### src/rtl/sync_tick_counter.sv
module sync_tick_counter #(
  parameter int AW    = 8,
  parameter int CNT_W = 32,
  parameter logic [31:0] REV_VAL = 32'h21
) (
  input  logic          clk,
  input  logic          rst_n,
  input  logic          tick_en,
  input  logic          rd_en,
  input  logic          wr_en,
  input  logic [1:0]    size,
  input  logic [AW-1:0] addr,
  input  logic [31:0]   wr_data,
  output logic [31:0]   rd_data,
  output logic          rd_valid,
  output logic          err_reg,
  output logic          err_width
);
  localparam logic [1:0]    SZ_BYTE = 2'b00;
  localparam logic [1:0]    SZ_HALF = 2'b01;
  localparam logic [1:0]    SZ_WORD = 2'b10;
  localparam logic [1:0]    SZ_RSVD = 2'b11;
  localparam logic [AW-1:0] OFS_REV = AW'(8'h00);
  localparam logic [AW-1:0] OFS_CNT = AW'(8'h10);

  logic [CNT_W-1:0] cnt;
  logic [15:0]      hold;
  logic [31:0]      reg_val, rd_next;
  logic             hit_rev, hit_cnt, bad_size;
  logic             rd_word, rd_lo, rd_hi, rd_bw, wr_bw, wr_bad;

  assign hit_rev  = addr == OFS_REV;
  assign hit_cnt  = addr == OFS_CNT;
  assign reg_val  = hit_rev ? REV_VAL : hit_cnt ? 32'(cnt) : 32'h0;
  assign bad_size = size == SZ_BYTE || size == SZ_RSVD;

  assign rd_word = rd_en && size == SZ_WORD;
  assign rd_lo   = rd_en && size == SZ_HALF && !addr[1];
  assign rd_hi   = rd_en && size == SZ_HALF &&  addr[1];
  assign rd_bw   = rd_en && bad_size;
  assign wr_bw   = wr_en && bad_size;
  assign wr_bad  = wr_en && !bad_size;

  always_comb begin
    rd_next = 32'h0;
    if (rd_word)    rd_next = reg_val;
    else if (rd_lo) rd_next = {16'h0, reg_val[15:0]};
    else if (rd_hi) rd_next = {16'h0, hold};
  end

  always_ff @(posedge clk) begin
    if (!rst_n) begin
      cnt       <= '0;
      hold      <= '0;
      rd_data   <= '0;
      rd_valid  <= 1'b0;
      err_reg   <= 1'b0;
      err_width <= 1'b0;
    end else begin
      cnt       <= cnt + CNT_W'(tick_en);
      if (rd_lo) hold <= reg_val[31:16];
      if (rd_en) rd_data <= rd_next;
      rd_valid  <= rd_en;
      err_reg   <= ((rd_word || rd_lo) && !(hit_rev || hit_cnt)) || wr_bad;
      err_width <= rd_bw || wr_bw;
    end
  end

  logic unused_wr;
  assign unused_wr = ^wr_data;

  p_cnt_step_r3: assert property (@(posedge clk) disable iff (!rst_n)
    $past(rst_n) |-> cnt == $past(cnt) + CNT_W'($past(tick_en)));

  p_valid_after_rd_r2: assert property (@(posedge clk) disable iff (!rst_n)
    rd_en |=> rd_valid);

  p_rev_value_r2: assert property (@(posedge clk) disable iff (!rst_n)
    (rd_en && size == SZ_WORD && addr == OFS_REV) |=> rd_data == 32'h21);

  p_hi_from_hold_r6: assert property (@(posedge clk) disable iff (!rst_n)
    (rd_en && size == SZ_HALF && addr[1]) |=> (rd_data == {16'h0, $past(hold)} && !err_reg));

  p_hold_stable_r7: assert property (@(posedge clk) disable iff (!rst_n)
    !(rd_en && size == SZ_HALF && !addr[1]) |=> $stable(hold));

  p_width_err_r10: assert property (@(posedge clk) disable iff (!rst_n)
    (rd_en && (size == SZ_BYTE || size == SZ_RSVD)) |=> (err_width && rd_data == 32'h0));

  p_write_err_r9: assert property (@(posedge clk) disable iff (!rst_n)
    (wr_en && (size == SZ_HALF || size == SZ_WORD)) |=> err_reg);
endmodule

### config.mk
export PLATFORM = sky130hd
export DESIGN_NAME = sync_tick_counter
export DESIGN_NICKNAME = d
export VERILOG_FILES = /design/src/rtl/sync_tick_counter.sv
export SDC_FILE = /design/constraint.sdc
export NUM_CORES = 1
export LEC_CHECK = 0
export BUFFER_PORTS_ARGS = -buffer_cell sky130_fd_sc_hd__clkbuf_2
export CAP_MARGIN = 20
export CORE_MARGIN = 2
export CORE_UTILIZATION = 45
export DETAILED_ROUTE_END_ITERATION = 6
export PLACE_DENSITY = 0.72
export SLEW_MARGIN = 20
export SYNTH_ARGS = -nofsm -noshare
export SYNTH_HDL_FRONTEND = slang
export SYNTH_SLANG_ARGS = --single-unit
### constraint.sdc
create_clock -name clk -period 2.3 [get_ports clk]
set_input_delay 0.46 -clock clk [delete_from_list [all_inputs] [get_ports clk]]
set_output_delay 0.46 -clock clk [all_outputs]
set_load 0.01 [all_outputs]
==> results of run 1 <==
==> logic make-up (layout without fill, tap and decap cells) <==
kind of cell,after synthesis,in the layout,share of synthesized area [%]
muxes,2,2,0.572
and+or+nand+nor,135,135,21.6
DFF,83,83,47.5
adders and majority gates,4,4,1.43
xor gates and xnor gates,10,10,2.50
AOI/OAI and AO/OA,120,120,22.2
buffers and inverters,35,88,4.18
==> layout make-up <==
cell class                 instances  area share [%]
multi-input combinational        271            41.0
inverter                           7           0.636
clock inverter                     4            2.36
clock buffer                      12            3.52
tap                              102            3.09
timing repair buffer              65            9.15
sequential                        83            40.2
==> metal layers <==
metal	share of wire, %	wire [µm]
met1	47	3710
met2	47	3670
met3	4.5	357
met4	1.4	112
met5	0	0
==> power groups by stage <==
stage | logic (mW) | clock network (mW) | registers, mW
4_1_cts | 0.134 | 1.27 | 1.47
2_1_floorplan | 0.0740 | 0 | 1.51
3_5_place_dp | 0.133 | 0 | 1.50
3_3_place_gp | 0.130 | 0 | 1.50
5_1_grt | 0.150 | 1.33 | 1.47
6_report | 0.132 | 1.25 | 1.47
==> synthesized netlist by cell type, types with 2 or more instances <==
cell / instances
buf_2: 3
nand2_1: 17
or3_1: 10
a22oi_1: 16
inv_1: 7
o31ai_1: 6
o21ai_0: 26
nand3b_1: 2
nor4_4: 2
a31oi_1: 2
ha_1: 4
dfxtp_1: 83
a32oi_1: 14
o211ai_1: 2
nand2b_1: 6
a21oi_1: 46
nor2_1: 43
nand3_1: 8
and2_1: 3
xor2_1: 5
nor4_1: 2
nand4_1: 4
mux2i_1: 2
and4_1: 4
nor2b_1: 17
xnor2_1: 5
or4_1: 7
clkbuf_1: 22
and3_1: 3
o41ai_1: 2
==> worst max-delay path: stages, from the launching register on <==
cell,delay [ns]
dfxtp_1,0.37
ha_1,0.24
ha_1,0.21
nand4_1,0.11
or4_1,0.44
buf_4,0.22
or3_1,0.32
a21oi_1,0.15
==> final timing paths <==
path                 to  slack, ns  startpoint
max             cnt[24]       0.18      cnt[0]
max reg2reg     cnt[24]       0.18      cnt[0]
min           err_width       0.35       wr_en
min reg2reg  rd_data[5]       0.48     hold[5]
==> qor.txt, run 1 <==
Worst Tran Pin Value -> 0.580 ns
Total gr overflow -> 0
Synth top area share -> 47.5%
Seq. cell area -> 1660 µm²
Setup crit start kind -> flop
Placed Area -> 3890 µm²
Largest regs -> cnt (32), rd_data (32), hold (16)
Total Nets Final -> 488
Non-filler instance count after layout -> 544
Clock root cell -> clkbuf_8
Seq pwr share -> 51.4%
Arr. time, crit path -> 2.41 ns
Setup TNS -> 0 ns
Post-synth EDFFs -> 0
Pins Over Slew Limit -> 0
Total iterations of the first detailed-routing run -> 4
First-pass GRT wire length -> 13,500 µm
Gr usage total -> 20.0%
Vias in the first global route -> 2,784
FMAX -> 472 MHz
Gr busiest metal -> met2
Largest cells by area after synthesis -> dfxtp_1 (47%), a21oi_1 (6.6%), nor2_1 (4.6%)
Avg Cell Area, Syn -> 9.00 µm²
Rel. slew slack -> 61.4%
HPWL after detailed placement -> 5360 µm
Critical Path RT -> 2.59 ns
Clk pwr share -> 43.9%
Top_reg_cell synth -> dfxtp_1
Setup Crit Path Kind -> reg2reg
Layout cells sized above 1 -> 19.7%
Synth Register Bits -> 83
Met1 Use GR -> 27.4%
Final setup fails -> 0
Vias/cell -> 5.54
H-tree depth -> 3
Global placement routability congestion -> 0.840
Hold Crit Class -> in2reg
Clock Path Buffers -> 2
CTS clk-pin slew, worst paths -> 0.08 ns
Antenna-violating nets left -> 0
Static leakage -> 1.51 nW
Gate Count Post-Synth -> 389
Fin area -> 4130 µm²
Synthesized area -> 3500 µm²
Die width -> 92.2 µm
Worst setup EP type -> flop
DRC -> 0
Postcts setup bufs -> 0
Final hold violations -> 0
Cell taking the most area after synthesis -> dfxtp_1
Period minus WS final -> 2.12 ns
Total core area -> 7650 µm²
Total power -> 2.85 mW
Register area share after synthesis -> 47.5%
Vias -> 3,016
Worst hold path depth -> 2
Commonest cells after routing, fill and taps aside -> dfxtp_1 (83), clkbuf_2 (49), a21oi_1 (46), nor2_1 (43), o21ai_0 (26)
Row Count -> 32
CTS tree -> built
Worst-path maximum fanout -> 16
Internal Pwr Total -> 2.25 mW
Max VDD drop -> 0.000356 V
Cell count after placement -> 528
Initial core utilization -> 45.8%
Sw Pwr -> 0.599 mW
Met3 Resource Use GR -> 3.53%
Async S/R FF share, synth -> 0%
Status -> completed
Combinational power share -> 4.6%
RSZ-0062 raised after global routing -> no
Util after Layout -> 54.0%
Setup ws final -> 0.180 ns
Filler instances -> 697
Final hold slack -> 0.346 ns
Total of max-cap violations -> 0
Clk_lat worst skew -> 0.36 ns
# clock sinks -> 83
Met2 Track Usage GR -> 30.8%
Antenna Cells -> 0
Sw frac -> 21.0%
WL per Instance -> 14.4 µm
CTS buffer count -> 9
Layout Area Growth over Synthesis -> 17.9%
Port Buffers -> 49
Routed wire length -> 7850 µm
Pre-CTS setup slack -> 0.0743 ns
Die Height -> 92.2 µm
Io pins -> 82
Fin crit share -> 92.2%
Hold_buf cts -> 0
Initial antenna violation count -> 0
Die Footprint -> 8500 µm²
Post-CTS Resized -> 0
Area of the multi-input gates -> 1690 µm²
Skew final -> 0.00784 ns
Largest net degree at the start of global routing -> 36
Count of cell types in the netlist -> 46
Synth warn -> 0
Post-synth net total -> 440
PD cells -> 691 nW/µm²
Most common cell after layout, fill and taps aside -> dfxtp_1
Drt initial violations -> 178
R2R cell count -> 7
No activity file was read; power rests on OpenSTA's default activity.
==> run 2, diff against run 1 <==
==> constraint.sdc (replaced) <==
create_clock -name clk -period 2.6 [get_ports clk]
set_input_delay 0.52 -clock clk [delete_from_list [all_inputs] [get_ports clk]]
set_output_delay 0.52 -clock clk [all_outputs]
set_load 0.01 [all_outputs]
==> qor.txt, run 2 (same netlist as run 1, synthesis figures left out) <==
Final setup fails -> 0 (unchanged)
Global placement routability congestion -> 0.782 (was 0.840)
Initial antenna violation count -> 0 (unchanged)
Layout cells sized above 1 -> 19.2% (was 19.7%)
Port Buffers -> 49 (unchanged)
Skew final -> 0.00579 ns (was 0.00784 ns)
Setup ws final -> 0.422 ns (was 0.180 ns)
Initial core utilization -> 45.8% (unchanged)
Worst-path cell chain -> ha_1 > ha_1 > nand4_1 > or4_1 > buf_4 > or3_1 > a21oi_1 (unchanged)
Final hold violations -> 0 (unchanged)
Commonest cells after routing, fill and taps aside -> dfxtp_1 (83), clkbuf_2 (49), a21oi_1 (46), nor2_1 (43), o21ai_0 (26) (unchanged)
Worst-path maximum fanout -> 16 (unchanged)
Total Nets Final -> 483 (was 488)
Filler instances -> 685 (was 697)
WL per Instance -> 14.5 µm (was 14.4 µm)
Rel. slew slack -> 59.7% (was 61.4%)
Period minus WS final -> 2.18 ns (was 2.12 ns)
Hold_buf cts -> 0 (unchanged)
Critical Path RT -> 2.88 ns (was 2.59 ns)
Largest net degree at the start of global routing -> 43 (was 36)
Io pins -> 82 (unchanged)
Worst Tran Pin Value -> 0.604 ns (was 0.580 ns)
Setup crit start kind -> flop (unchanged)
Total of max-cap violations -> 0 (unchanged)
Pins Over Slew Limit -> 0 (unchanged)
CTS clk-pin slew, worst paths -> 0.08 ns (about the same)
Clk_lat worst skew -> 0.35 ns (was 0.36 ns)
HPWL after detailed placement -> 5160 µm (was 5360 µm)
Vias -> 3,030 (was 3,016)
Setup Crit Path Kind -> reg2reg (unchanged)
Routed wire length -> 7790 µm (was 7850 µm)
Fin crit share -> 83.8% (was 92.2%)
Antenna-violating nets left -> 0 (unchanged)
Row Count -> 32 (unchanged)
Pre-CTS setup slack -> 0.230 ns (was 0.0743 ns)
CP peak stage delay -> 0.43 ns (was 0.44 ns)
H-tree depth -> 3 (unchanged)
Arr. time, crit path -> 2.46 ns (was 2.41 ns)
CP max stage cell -> or4_1 (unchanged)
DRC -> 0 (unchanged)
Total iterations of the first detailed-routing run -> 4 (unchanged)
Clock root cell -> clkbuf_8 (unchanged)
Most common cell after layout, fill and taps aside -> dfxtp_1 (unchanged)
Gr usage total -> 19.3% (was 20.0%)
Drt initial violations -> 154 (was 178)
First-pass GRT wire length -> 13,100 µm (was 13,500 µm)
Largest regs -> cnt (32), rd_data (32), hold (16) (unchanged)
Non-filler instance count after layout -> 539 (was 544)
Layout Area Growth over Synthesis -> 16.4% (was 17.9%)
Die Height -> 92.2 µm (unchanged)
Hold Crit Class -> in2reg (unchanged)
Antenna Cells -> 0 (unchanged)
Cell family with most CP delay -> simple AND/OR/NAND/NOR gates (unchanged)
Vias/cell -> 5.62 (was 5.54)
Static leakage -> 1.49 nW (was 1.51 nW)
FMAX -> 459 MHz (was 472 MHz)
Postcts setup bufs -> 0 (unchanged)
Status -> completed (unchanged)
WP buf/inv -> 1 (unchanged)
Post-CTS Resized -> 0 (unchanged)
Setup TNS -> 0 ns (unchanged)
RSZ-0062 raised after global routing -> no (unchanged)
Worst setup EP type -> flop (unchanged)
Die Footprint -> 8500 µm² (unchanged)
CTS buffer count -> 9 (unchanged)
Vias in the first global route -> 2,805 (was 2,784)
CTS tree -> built (unchanged)
Most frequent CP cell -> ha_1 (unchanged)
Total gr overflow -> 0 (unchanged)
# clock sinks -> 83 (unchanged)
Total core area -> 7650 µm² (unchanged)
Clock Path Buffers -> 2 (unchanged)
PD cells -> 599 nW/µm² (was 691 nW/µm²)
Cell count after placement -> 523 (was 528)
Die width -> 92.2 µm (unchanged)
Max VDD drop -> 0.000239 V (was 0.000356 V)
## run 2: changes by cell type in the layout (fill, tap and decap cells not counted), sizes merged
cell and change:
clkbuf -1, clkinvlp -1, clkinv +3, buf -5, bufinv -1
## run 2: layer usage
metal | GRT usage, % | part of all wire (%) | vias to the layer above
met1 | 25.9 | 48 | 1445
met5 | 0 | 0 | -
met4 | 7.34 | 1.3 | 0
met2 | 30.5 | 46 | 69
li1 | - | - | 1507
met3 | 4.44 | 4.5 | 9
## run 2: worst paths after layout
check,slack [ns],from,depth (start not counted),to
min reg2reg,0.50,hold[0],2,rd_data[0]
min,0.42,wr_en,2,err_width
max reg2reg,0.42,cnt[0],7,cnt[16]
max,0.42,cnt[0],7,cnt[16]
## run 2: layout make-up
cell class                 instances  area [µm²]  area share [%]
inverter                           7        26.3           0.645
clock inverter                     5        75.1            1.84
timing repair buffer              60         340            8.35
tap                              102         128            3.13
multi-input combinational        271        1690            41.5
clock buffer                      11         151            3.72
sequential                        83        1660            40.8
## run 2: metrics by stage
stage          hold slack [ns]  utilization (%)  cell area, µm²  total power, mW
3_3_place_gp             0.471             50.3            3850             1.44
4_1_cts                  0.411             53.3            4080             2.46
3_5_place_dp             0.487             50.3            3850             1.44
5_1_grt                  0.413             53.3            4080             2.53
6_report                 0.417             53.3            4080             2.44
2_1_floorplan            0.452                -            3500             1.40
## run 2: where the power goes
group | internal, mW | leakage, nW | switching [mW]
registers | 1.29 | 0.672 | 0.00933
clock network | 0.588 | 0.119 | 0.440
logic | 0.0405 | 0.697 | 0.0759
total | 1.92 | 1.49 | 0.526
